### config.mk
export PLATFORM = sky130hd
export DESIGN_NAME = prefetch_queue
export DESIGN_NICKNAME = d
export VERILOG_FILES = /design/src/rtl/pfq_pkg.sv /design/src/rtl/pfq_store.sv /design/src/rtl/pfq_bus.sv /design/src/rtl/prefetch_queue.sv
export SDC_FILE = /design/constraint.sdc
export NUM_CORES = 1
export LEC_CHECK = 0
export BUFFER_PORTS_ARGS = -buffer_cell sky130_fd_sc_hd__buf_2
export CORE_ASPECT_RATIO = 1.1
export CORE_MARGIN = 1.5
export CORE_UTILIZATION = 45
export DETAILED_ROUTE_END_ITERATION = 10
export PLACE_DENSITY = 0.64
export SYNTH_ARGS = -nofsm -noshare
export SYNTH_HDL_FRONTEND = slang
export SYNTH_SLANG_ARGS = --single-unit
export TNS_END_PERCENT = 5
### constraint.sdc
create_clock -name clk_i -period 3.2 [get_ports clk_i]
set_input_delay 0.16 -clock clk_i [delete_from_list [all_inputs] [get_ports clk_i]]
set_output_delay 0.16 -clock clk_i [all_outputs]
set_load 0.01 [all_outputs]
### src/rtl/pfq_pkg.sv
package pfq_pkg;
  typedef enum logic [1:0] {
    BUS_IDLE = 2'd0,
    BUS_CODE = 2'd1,
    BUS_OPER = 2'd2
  } bus_st_e;
endpackage

### src/rtl/pfq_store.sv
module pfq_store #(
  parameter int DEPTH = 6,
  parameter int CW    = $clog2(DEPTH + 1)
) (
  input  logic          clk_i,
  input  logic          rst_ni,
  input  logic          flush_i,
  input  logic          pop_i,
  input  logic [1:0]    push_cnt_i,
  input  logic [7:0]    push_b0_i,
  input  logic [7:0]    push_b1_i,
  output logic [7:0]    head_o,
  output logic [CW-1:0] count_o
);
  logic [DEPTH-1:0][7:0] q_q, q_d;
  logic [CW-1:0]         cnt_q, cnt_mid, cnt_d;

  // entry 0 is the head; pop shifts, then writes land behind the survivors
  always_comb begin
    q_d     = q_q;
    cnt_mid = cnt_q;
    if (pop_i && cnt_q != '0) begin
      for (int i = 0; i < DEPTH - 1; i++) q_d[i] = q_q[i+1];
      q_d[DEPTH-1] = '0;
      cnt_mid = cnt_q - CW'(1);
    end
    for (int i = 0; i < DEPTH; i++) begin
      if (push_cnt_i != 2'd0 && i == int'(cnt_mid))       q_d[i] = push_b0_i;
      if (push_cnt_i == 2'd2 && i == int'(cnt_mid) + 1)   q_d[i] = push_b1_i;
    end
    cnt_d = cnt_mid + CW'(push_cnt_i);
  end

  always_ff @(posedge clk_i or negedge rst_ni) begin
    if (!rst_ni) begin
      q_q   <= '0;
      cnt_q <= '0;
    end else if (flush_i) begin
      cnt_q <= '0;
    end else begin
      q_q   <= q_d;
      cnt_q <= cnt_d;
    end
  end

  assign head_o  = q_q[0];
  assign count_o = cnt_q;
endmodule

### src/rtl/pfq_bus.sv
module pfq_bus
  import pfq_pkg::*;
#(
  parameter int          DEPTH   = 6,
  parameter int          CW      = $clog2(DEPTH + 1),
  parameter int          OW      = 16,
  parameter int          IDLE_W  = 16,
  parameter logic [OW-1:0] RST_OFF = '0,
  localparam int         AW      = OW + 4
) (
  input  logic              clk_i,
  input  logic              rst_ni,
  input  logic [OW-1:0]     seg_i,
  input  logic [OW-1:0]     target_i,
  input  logic              branch_i,
  input  logic              opr_req_i,
  input  logic              ack_i,
  input  logic [15:0]       data_i,
  input  logic [CW-1:0]     count_i,
  output logic              req_o,
  output logic              code_o,
  output logic              hi_only_o,
  output logic              opr_gnt_o,
  output logic [AW-1:0]     addr_o,
  output logic [1:0]        push_cnt_o,
  output logic [7:0]        push_b0_o,
  output logic [7:0]        push_b1_o,
  output logic [IDLE_W-1:0] idle_cnt_o
);
  bus_st_e           st_q, st_d;
  logic [OW-1:0]     off_q;
  logic [AW-1:0]     addr_q;
  logic              hi_q, stale_q;
  logic [IDLE_W-1:0] idle_q;
  logic              fetch_done, keep, start_op, start_code;

  assign fetch_done = (st_q == BUS_CODE) && ack_i;
  assign keep       = fetch_done && !stale_q && !branch_i;
  assign start_op   = (st_q == BUS_IDLE) && opr_req_i;
  assign start_code = (st_q == BUS_IDLE) && !opr_req_i && !branch_i &&
                      (count_i <= CW'(DEPTH - 2));

  always_comb begin
    st_d = st_q;
    unique case (st_q)
      BUS_IDLE: if (start_op) st_d = BUS_OPER;
                else if (start_code) st_d = BUS_CODE;
      default:  if (ack_i) st_d = BUS_IDLE;
    endcase
  end

  always_ff @(posedge clk_i or negedge rst_ni) begin
    if (!rst_ni) begin
      st_q    <= BUS_IDLE;
      off_q   <= RST_OFF;
      addr_q  <= '0;
      hi_q    <= 1'b0;
      stale_q <= 1'b0;
      idle_q  <= '0;
    end else begin
      st_q <= st_d;
      if (branch_i)  off_q <= target_i;
      else if (keep) off_q <= off_q + (hi_q ? OW'(1) : OW'(2));
      if (start_code) begin
        addr_q <= {seg_i, 4'h0} + {4'h0, off_q};
        hi_q   <= off_q[0];
      end
      // in-flight data becomes stale on a branch; cleared when that cycle ends
      if (fetch_done)                          stale_q <= 1'b0;
      else if (branch_i && st_q == BUS_CODE)   stale_q <= 1'b1;
      if (st_q == BUS_IDLE && !start_op && !start_code) idle_q <= idle_q + IDLE_W'(1);
    end
  end

  assign req_o      = (st_q != BUS_IDLE);
  assign code_o     = (st_q == BUS_CODE);
  assign opr_gnt_o  = (st_q == BUS_OPER);
  assign hi_only_o  = hi_q;
  assign addr_o     = addr_q;
  assign push_cnt_o = !keep ? 2'd0 : (hi_q ? 2'd1 : 2'd2);
  assign push_b0_o  = hi_q ? data_i[15:8] : data_i[7:0];
  assign push_b1_o  = data_i[15:8];
  assign idle_cnt_o = idle_q;
endmodule

### src/rtl/prefetch_queue.sv
module prefetch_queue #(
  parameter int            DEPTH   = 6,
  parameter int            OW      = 16,
  parameter int            IDLE_W  = 16,
  parameter logic [OW-1:0] RST_OFF = '0,
  localparam int           CW      = $clog2(DEPTH + 1),
  localparam int           AW      = OW + 4
) (
  input  logic              clk_i,
  input  logic              rst_ni,
  input  logic [OW-1:0]     seg_i,
  input  logic              branch_i,
  input  logic [OW-1:0]     target_i,
  input  logic              rd_req_i,
  output logic [7:0]        byte_o,
  output logic              byte_vld_o,
  output logic              stall_o,
  input  logic              opr_req_i,
  output logic              opr_gnt_o,
  output logic              bus_req_o,
  output logic              bus_code_o,
  output logic              bus_hi_only_o,
  output logic [AW-1:0]     bus_addr_o,
  input  logic              bus_ack_i,
  input  logic [15:0]       bus_data_i,
  output logic [CW-1:0]     count_o,
  output logic              empty_o,
  output logic              full_o,
  output logic [IDLE_W-1:0] idle_cnt_o
);
  logic [1:0] push_cnt;
  logic [7:0] push_b0, push_b1;
  logic       pop;

  assign empty_o    = (count_o == '0);
  assign full_o     = (count_o == CW'(DEPTH));
  assign byte_vld_o = !empty_o;
  assign stall_o    = rd_req_i && empty_o;
  assign pop        = rd_req_i && !empty_o && !branch_i;

  pfq_bus #(
    .DEPTH(DEPTH), .CW(CW), .OW(OW), .IDLE_W(IDLE_W), .RST_OFF(RST_OFF)
  ) u_bus (
    .clk_i      (clk_i),
    .rst_ni     (rst_ni),
    .seg_i      (seg_i),
    .target_i   (target_i),
    .branch_i   (branch_i),
    .opr_req_i  (opr_req_i),
    .ack_i      (bus_ack_i),
    .data_i     (bus_data_i),
    .count_i    (count_o),
    .req_o      (bus_req_o),
    .code_o     (bus_code_o),
    .hi_only_o  (bus_hi_only_o),
    .opr_gnt_o  (opr_gnt_o),
    .addr_o     (bus_addr_o),
    .push_cnt_o (push_cnt),
    .push_b0_o  (push_b0),
    .push_b1_o  (push_b1),
    .idle_cnt_o (idle_cnt_o)
  );

  pfq_store #(.DEPTH(DEPTH), .CW(CW)) u_store (
    .clk_i      (clk_i),
    .rst_ni     (rst_ni),
    .flush_i    (branch_i),
    .pop_i      (pop),
    .push_cnt_i (push_cnt),
    .push_b0_i  (push_b0),
    .push_b1_i  (push_b1),
    .head_o     (byte_o),
    .count_o    (count_o)
  );
endmodule

# Word-level counts from Yosys, hierarchy flattened
# Cells that the tools add are included.
# op_classes
addsub,6
reduce_logical,55
bitwise,1
muxes,27
order_cmp,1
n_eq_ne,15
# op_table
op,count
$mux W8,13
$eq A3 B32 Y1 const A,2
$eq A4 B32 Y1 const A,2
$mux W48,1
$eq A2 B32 Y1 const A,1
$logic_not A32 Y1,1
$mux W16,2
$logic_and A1 B1 Y1,26
$reduce_bool A3 Y1,7
$add A20 B16 Y20,1
$add A16 B1 Y16 const B,1
$add A16 B16 Y16,1
$mux W2,7
$reduce_and A2 Y1,7
$eq A3 B3 Y1 const A,4
$reduce_bool A2 Y1,5
$logic_not A1 Y1,6
$logic_not A3 Y1,2
$mux W3,2
$add A3 B1 Y4 const B,1
$eq A2 B2 Y1 const B,2
$add A3 B2 Y3,1
$eq A2 B3 Y1 const A,1
$eq A3 B3 Y1 const B,1
7 further kinds,8
# word_totals
reg_bits,107
input_bits,54
output_inout_bits,55

# Longest topological paths before layout
# depth
ltp_word,11
mapped_depth,13
ltp_nobuf,10

# By module
# A second synthesis with hierarchy kept.
# unflattened
hier_cells,727
area_unflattened_um2,6920.4
# by_module_without_submodules
module,cells_each,n_inst,area_per_inst_um2
pfq_store,392,1,3627.2
pfq_bus,329,1,3258.1
prefetch_queue,6,1,35.0

# Worst setup path before layout
# No wires, ideal clock.
# synth_path
kind,register to register
startpoint,register u_store.cnt_q[0] (netlist: u_store.count_o[0])
endpoint,register u_store.q_q[22] (netlist bit)
synth_period_minus_slack_ns,2.840
t_arrival_ns,2.719
setup_slack_ns,0.360
n_path_buf,4
path_stages_with_launch,14
required_ns,3.079
path_cell_list,dfrtp_1 > inv_1 > clkbuf_1 > ha_1 > nand2b_1 > buf_6 > and3_1 > nor2_4 > inv_2 > and3_1 > buf_2 > buf_2 > o32a_1 > a22o_1
# synth_between
elab_chain_len,11
# synth_lines
item,line_no,source
from (decl),pfq_store.sv:16,"logic [CW-1:0] cnt_q, cnt_mid, cnt_d;"
from (signal assigned),pfq_store.sv:42,cnt_q <= cnt_d;
$logic_not A3 Y1 *,prefetch_queue.sv:35,assign empty_o = (count_o == '0);
$logic_not A1 Y1 *,n/a,
net byte_vld_o,prefetch_queue.sv:16,"output logic byte_vld_o,"
$logic_and A1 B1 Y1 * (2 in series),prefetch_queue.sv:39,assign pop = rd_req_i && !empty_o && !branch_i;
$logic_and A1 B1 Y1 *,pfq_store.sv:22,if (pop_i && cnt_q != '0) begin
$mux W3,pfq_store.sv:22,
$add A3 B1 Y4,pfq_store.sv:29,if (push_cnt_i == 2'd2 && i == int'(cnt_mid) + 1) q_d[i] = push_b1_i;
$eq A3 B32 Y1,pfq_store.sv:29,
$logic_and A1 B1 Y1,pfq_store.sv:29,
$reduce_bool A3 Y1 (no line),n/a,
$reduce_and A2 Y1 (no line),n/a,
to (signal assigned),pfq_store.sv:41,q_q <= q_d;
to (decl),pfq_store.sv:15,"logic [DEPTH-1:0][7:0] q_q, q_d;"
# The timed path passes the listed nets; every way through them passes the cells marked *.
# A chain may end at the register's enable or synchronous reset.

# Worst setup path after layout
# layout_path
startpoint,register u_store.cnt_q[1] (netlist: u_store.count_o[1])
endpoint,register u_store.q_q[41] (netlist bit)
# layout_between
elab_chain_len,11
# layout_lines
item
branches (longest 11 deep; another with $add A3 B1 Y4)
# Several ways; the timed one is not identified.

==> impl_metrics.prom <==
# TYPE chip_impl_metric gauge
chip_impl_metric{name="syn_area",unit="sq um"} 6750
chip_impl_metric{name="reg2reg_setup_slack",unit="ns"} 0.25
chip_impl_metric{name="antenna_left",unit=""} 0
chip_impl_metric{name="place.port_buffers",unit=""} 108
chip_impl_metric{name="post_drt_wl_per_cell",unit="microns"} 18.3
chip_impl_metric{name="worst-endpoint-required",unit="ns"} 3.45
chip_impl_metric{name="drive_above_1_share",unit="%"} 23.2
chip_impl_info{name="hold_path.startpoint",value="target_i[7]"} 1
chip_impl_metric{name="cts.htree.levels",unit=""} 3
chip_impl_metric{name="number_of_enable_type_register_cells_in_the_synthesized_netlist",unit=""} 0
chip_impl_metric{name="cts_made_buffers",unit=""} 9
chip_impl_metric{name="core_area",unit="sq um"} 14600
chip_impl_metric{name="die_w",unit="microns"} 120
chip_impl_metric{name="total_switching_power",unit="mW"} 1.68
chip_impl_metric{name="sequential_cell_area_fraction_in_the_yosys_report",unit="%"} 39.3
chip_impl_metric{name="report.final.setup_viol",unit=""} 0
chip_impl_metric{name="final-max-slew-violation-count",unit=""} 0
chip_impl_metric{name="yosysWarnings",unit=""} 0
chip_impl_metric{name="p_seq_share",unit="%"} 41.3
chip_impl_metric{name="detailedRoute.firstIterationViolations",unit=""} 338
chip_impl_metric{name="gr-total-overflow",unit=""} 0
chip_impl_metric{name="vdd_drop_max",unit="mV"} 0.323
chip_impl_metric{name="fp-row-count",unit=""} 46
chip_impl_info{name="synth_top_area_cell",value="sky130_fd_sc_hd__dfrtp_1"} 1
chip_impl_metric{name="antennaDiodeCount",unit=""} 0
chip_impl_metric{name="grt_max_degree",unit=""} 56
chip_impl_metric{name="drt-total-wl",unit="microns"} 18900
chip_impl_info{name="r2r_end",value="u_store.q_q[41]"} 1
chip_impl_metric{name="p_sw_share",unit="%"} 35.2
chip_impl_metric{name="finalCritPeriodShare",unit="%"} 92.2
chip_impl_metric{name="cts.sinks",unit=""} 106
chip_impl_metric{name="async_reset_ff_share",unit="%"} 100
chip_impl_info{name="synth.top_cells.by_area",value="sky130_fd_sc_hd__dfrtp_1 39%, sky130_fd_sc_hd__nand2_1 4.1%, sky130_fd_sc_hd__o21ai_0 3.6%"} 1
chip_impl_info{name="setup_repair_after_global_routing_missed_its_margin",value="no"} 1
chip_impl_metric{name="critPathMaxFanout",unit=""} 15
chip_impl_metric{name="grt_first_pass_wirelength",unit="microns"} 30900
chip_impl_metric{name="use_met3",unit="%"} 3.78
chip_impl_metric{name="groute.usage.overall",unit="%"} 24.5
chip_impl_metric{name="postSynthCellCount",unit=""} 740
chip_impl_metric{name="yosys.cell_types.count",unit=""} 75
chip_impl_info{name="tritoncts",value="built"} 1
chip_impl_metric{name="timing.final.crit_period",unit="ns"} 2.95
chip_impl_metric{name="die-area",unit="sq um"} 15700
chip_impl_metric{name="post_cts_buffers",unit=""} 0
chip_impl_metric{name="max-clock-path-buffers",unit=""} 2
chip_impl_metric{name="hold-path-cell-count",unit=""} 3
chip_impl_metric{name="via_count_of_the_first_global_routing_pass",unit=""} 6037
chip_impl_metric{name="hold_viol_final",unit=""} 0
chip_impl_metric{name="power.density_cell_area",unit="nW/um^2"} 610
chip_impl_metric{name="floorplan.initialDensity",unit="%"} 46.3
chip_impl_info{name="outcome",value="complete, no violations"} 1
chip_impl_metric{name="crit_arrival",unit="ns"} 3.20
chip_impl_metric{name="drc",unit=""} 0
chip_impl_metric{name="die_y",unit="microns"} 131
chip_impl_metric{name="p_leak",unit="nW"} 3.47
chip_impl_metric{name="design.final.nets",unit=""} 910
chip_impl_metric{name="clockPowerShare",unit="%"} 25.6
chip_impl_metric{name="max_slew.worst_pin.slew",unit="ns"} 0.721
chip_impl_info{name="criticalPathCategory",value="register to register"} 1
chip_impl_info{name="yosys_most_used_dff",value="sky130_fd_sc_hd__dfrtp_1"} 1
chip_impl_info{name="crit_path_start_kind",value="register"} 1
chip_impl_metric{name="totalNegativeSetupSlack",unit="ns"} 0
chip_impl_metric{name="syn-mean-instance-area",unit="sq um"} 9.12
chip_impl_metric{name="cts.reportedPaths.clkPinSlew",unit="ns"} 0.07
chip_impl_metric{name="met1_track_demand_over_resource",unit="%"} 30.2
chip_impl_metric{name="cap_viol_max_count",unit=""} 0
chip_impl_metric{name="worst-r2r-cell-count",unit=""} 9
chip_impl_metric{name="top_level_ports",unit=""} 109
chip_impl_info{name="synth.most_common_cell",value="sky130_fd_sc_hd__dfrtp_1"} 1
chip_impl_metric{name="place_congestion",unit=""} 0.854
chip_impl_info{name="setup.worst_path.end_class",value="register"} 1
chip_impl_metric{name="area_growth",unit="%"} 15.8
chip_impl_metric{name="final-seq-area",unit="sq um"} 2650
chip_impl_metric{name="fmax",unit="GHz"} 0.339
chip_impl_metric{name="number_of_antenna_violations_at_the_first_check_in_global_routing",unit=""} 0
chip_impl_metric{name="fraction_of_post_synthesis_cell_area_in_the_top_cell_type_by_area",unit="%"} 39.3
chip_impl_metric{name="syn-num-nets",unit=""} 816
chip_impl_metric{name="gr-usage-met2",unit="%"} 42.5
chip_impl_metric{name="worst_slew_margin_rel",unit="%"} 51.9
chip_impl_metric{name="comb_power_share",unit="%"} 33.1
chip_impl_metric{name="detailed_place_hpwl",unit="microns"} 13900
chip_impl_metric{name="synth.ff_latch_count",unit=""} 106
chip_impl_metric{name="filler_cell_count",unit=""} 1351
chip_impl_info{name="gr-max-usage-layer",value="met2"} 1
chip_impl_info{name="timing.hold.worst_endpoint",value="u_bus.off_q[7]"} 1
chip_impl_info{name="holdCritPathClass",value="input pin to register"} 1
chip_impl_metric{name="fin_total_pwr",unit="mW"} 4.77
chip_impl_info{name="worstReg2RegStart",value="u_store.count_o[1]"} 1
chip_impl_metric{name="firstDrtPassIters",unit=""} 5
chip_impl_metric{name="multi_input_combinational_cell_area",unit="sq um"} 3710
chip_impl_metric{name="placed_cells",unit=""} 1013
chip_impl_metric{name="routed-via-count",unit=""} 6090
chip_impl_metric{name="power_report.internal_total",unit="mW"} 3.09
chip_impl_metric{name="clk_latency",unit="ns"} 0.36
chip_impl_metric{name="stdcell_count",unit=""} 1031
chip_impl_metric{name="finClkSkew",unit="ns"} 0.00994
chip_impl_info{name="root_buffer_selected_by_cts",value="sky130_fd_sc_hd__clkbuf_16"} 1
chip_impl_metric{name="routed_via_density",unit=""} 5.91
chip_impl_info{name="synth_top_cells_by_count",value="106 x sky130_fd_sc_hd__dfrtp_1, 74 x sky130_fd_sc_hd__nand2_1, 62 x sky130_fd_sc_hd__nor2_1"} 1
## per-layer routing
metal,wire (microns),part of all wire [%],vias up
met1,7890,42,2955
met3,1080,5.7,34
met5,0,0,-
met2,9460,50,223
met4,462,2.4,0
li1,-,-,2878
## sequential cells by signal, indices dropped and copies added (netlist names)
| signal | flops |
|---|---|
| u_bus.idle_cnt_o | 16 |
| u_store.head_o | 8 |
| u_bus.stale_q | 1 |
| u_store.count_o | 3 |
| u_bus.st_q | 2 |
| u_store.q_q | 40 |
| u_bus.addr_o | 20 |
| u_bus.off_q | 16 |
## placed cells by master (no fill, tap or decap), types with 22 or more instances in the layout
master	count
sky130_fd_sc_hd__buf_2	107
sky130_fd_sc_hd__dfrtp_1	106
sky130_fd_sc_hd__nand2_1	74
sky130_fd_sc_hd__nor2_1	62
sky130_fd_sc_hd__o21ai_0	48
sky130_fd_sc_hd__nand3_1	43
sky130_fd_sc_hd__a21oi_1	28
sky130_fd_sc_hd__inv_1	27
sky130_fd_sc_hd__buf_4	26
sky130_fd_sc_hd__a31oi_1	22
## power groups by stage
stage                     sequential (mW)  combinational (mW)  clock, mW
after global placement               1.97                1.55          0
after CTS                            1.96                1.59       1.25
after global routing                 2.02                1.76       1.28
after floorplan                      1.98                1.04          0
final                                1.97                1.58       1.22
after detailed placement             1.99                1.58          0
## critical path: stages (launching register included)
cell,delay [ns]
sky130_fd_sc_hd__dfrtp_1,0.45
sky130_fd_sc_hd__inv_2,0.15
sky130_fd_sc_hd__ha_1,0.31
sky130_fd_sc_hd__nand2b_1,0.24
sky130_fd_sc_hd__a21oi_1,0.40
sky130_fd_sc_hd__nor2_4,0.10
sky130_fd_sc_hd__inv_2,0.26
sky130_fd_sc_hd__nand3_1,0.28
sky130_fd_sc_hd__and3_1,0.33
sky130_fd_sc_hd__a221o_1,0.32
## what timing repair did
| action | CTS | global route |
|---|---|---|
| endpoints found under the hold margin | 55 | 0 |
| resized for setup | 0 | 1 |
| endpoints found under the setup margin | 0 | 10 |
| hold buffers | 2 | 0 |
## worst max path at each step
stage / to / slack [ns] / startpoint / cells after the start
after global routing: u_store.q_q[40] / 0.0004 / u_store.count_o[1] / 9
after detailed placement: u_store.q_q[9] / 0.19 / u_store.count_o[1] / 9
final: u_store.q_q[41] / 0.25 / u_store.count_o[1] / 9
after CTS: u_store.q_q[9] / 0.18 / u_store.count_o[1] / 9
after floorplan: u_store.q_q[22] / 0.36 / u_store.count_o[0] / 13
after global placement: u_store.q_q[14] / 0.36 / u_store.count_o[1] / 9
## final cells by class
class | instances | share of cell area, %
multi-input combinational | 549 | 47.5
sequential | 106 | 33.9
timing repair buffer | 136 | 9.86
clock inverter | 6 | 1.15
clock buffer | 10 | 2.93
tap | 192 | 3.07
inverter | 32 | 1.60
## metrics by stage
stage               instance area, sq um  setup slack [ns]  hold WS, ns  util (%)
finish                              7820             0.248      0.00784      53.7
global route                        7820          0.000363       0.0172      53.7
global placement                    7480             0.355        0.257      51.3
detailed placement                  7480             0.189        0.271      51.3
floorplan                           6750             0.360       -0.136         -
CTS                                 7820             0.185      0.00151      53.7
## cells by family (layout without fill, tap and decap cells)
group	Yosys count	count (layout)	synth area share [%]
and+or+nand+nor	256	256	18.5
AOI/OAI and AO/OA	190	190	19.8
DFF	106	106	39.3
buffers and inverters	85	184	5.75
xor gates and xnor gates	37	37	4.80
adders and majority gates	22	22	4.41
muxes	44	44	7.42
(Power assumes the default switching activity.)
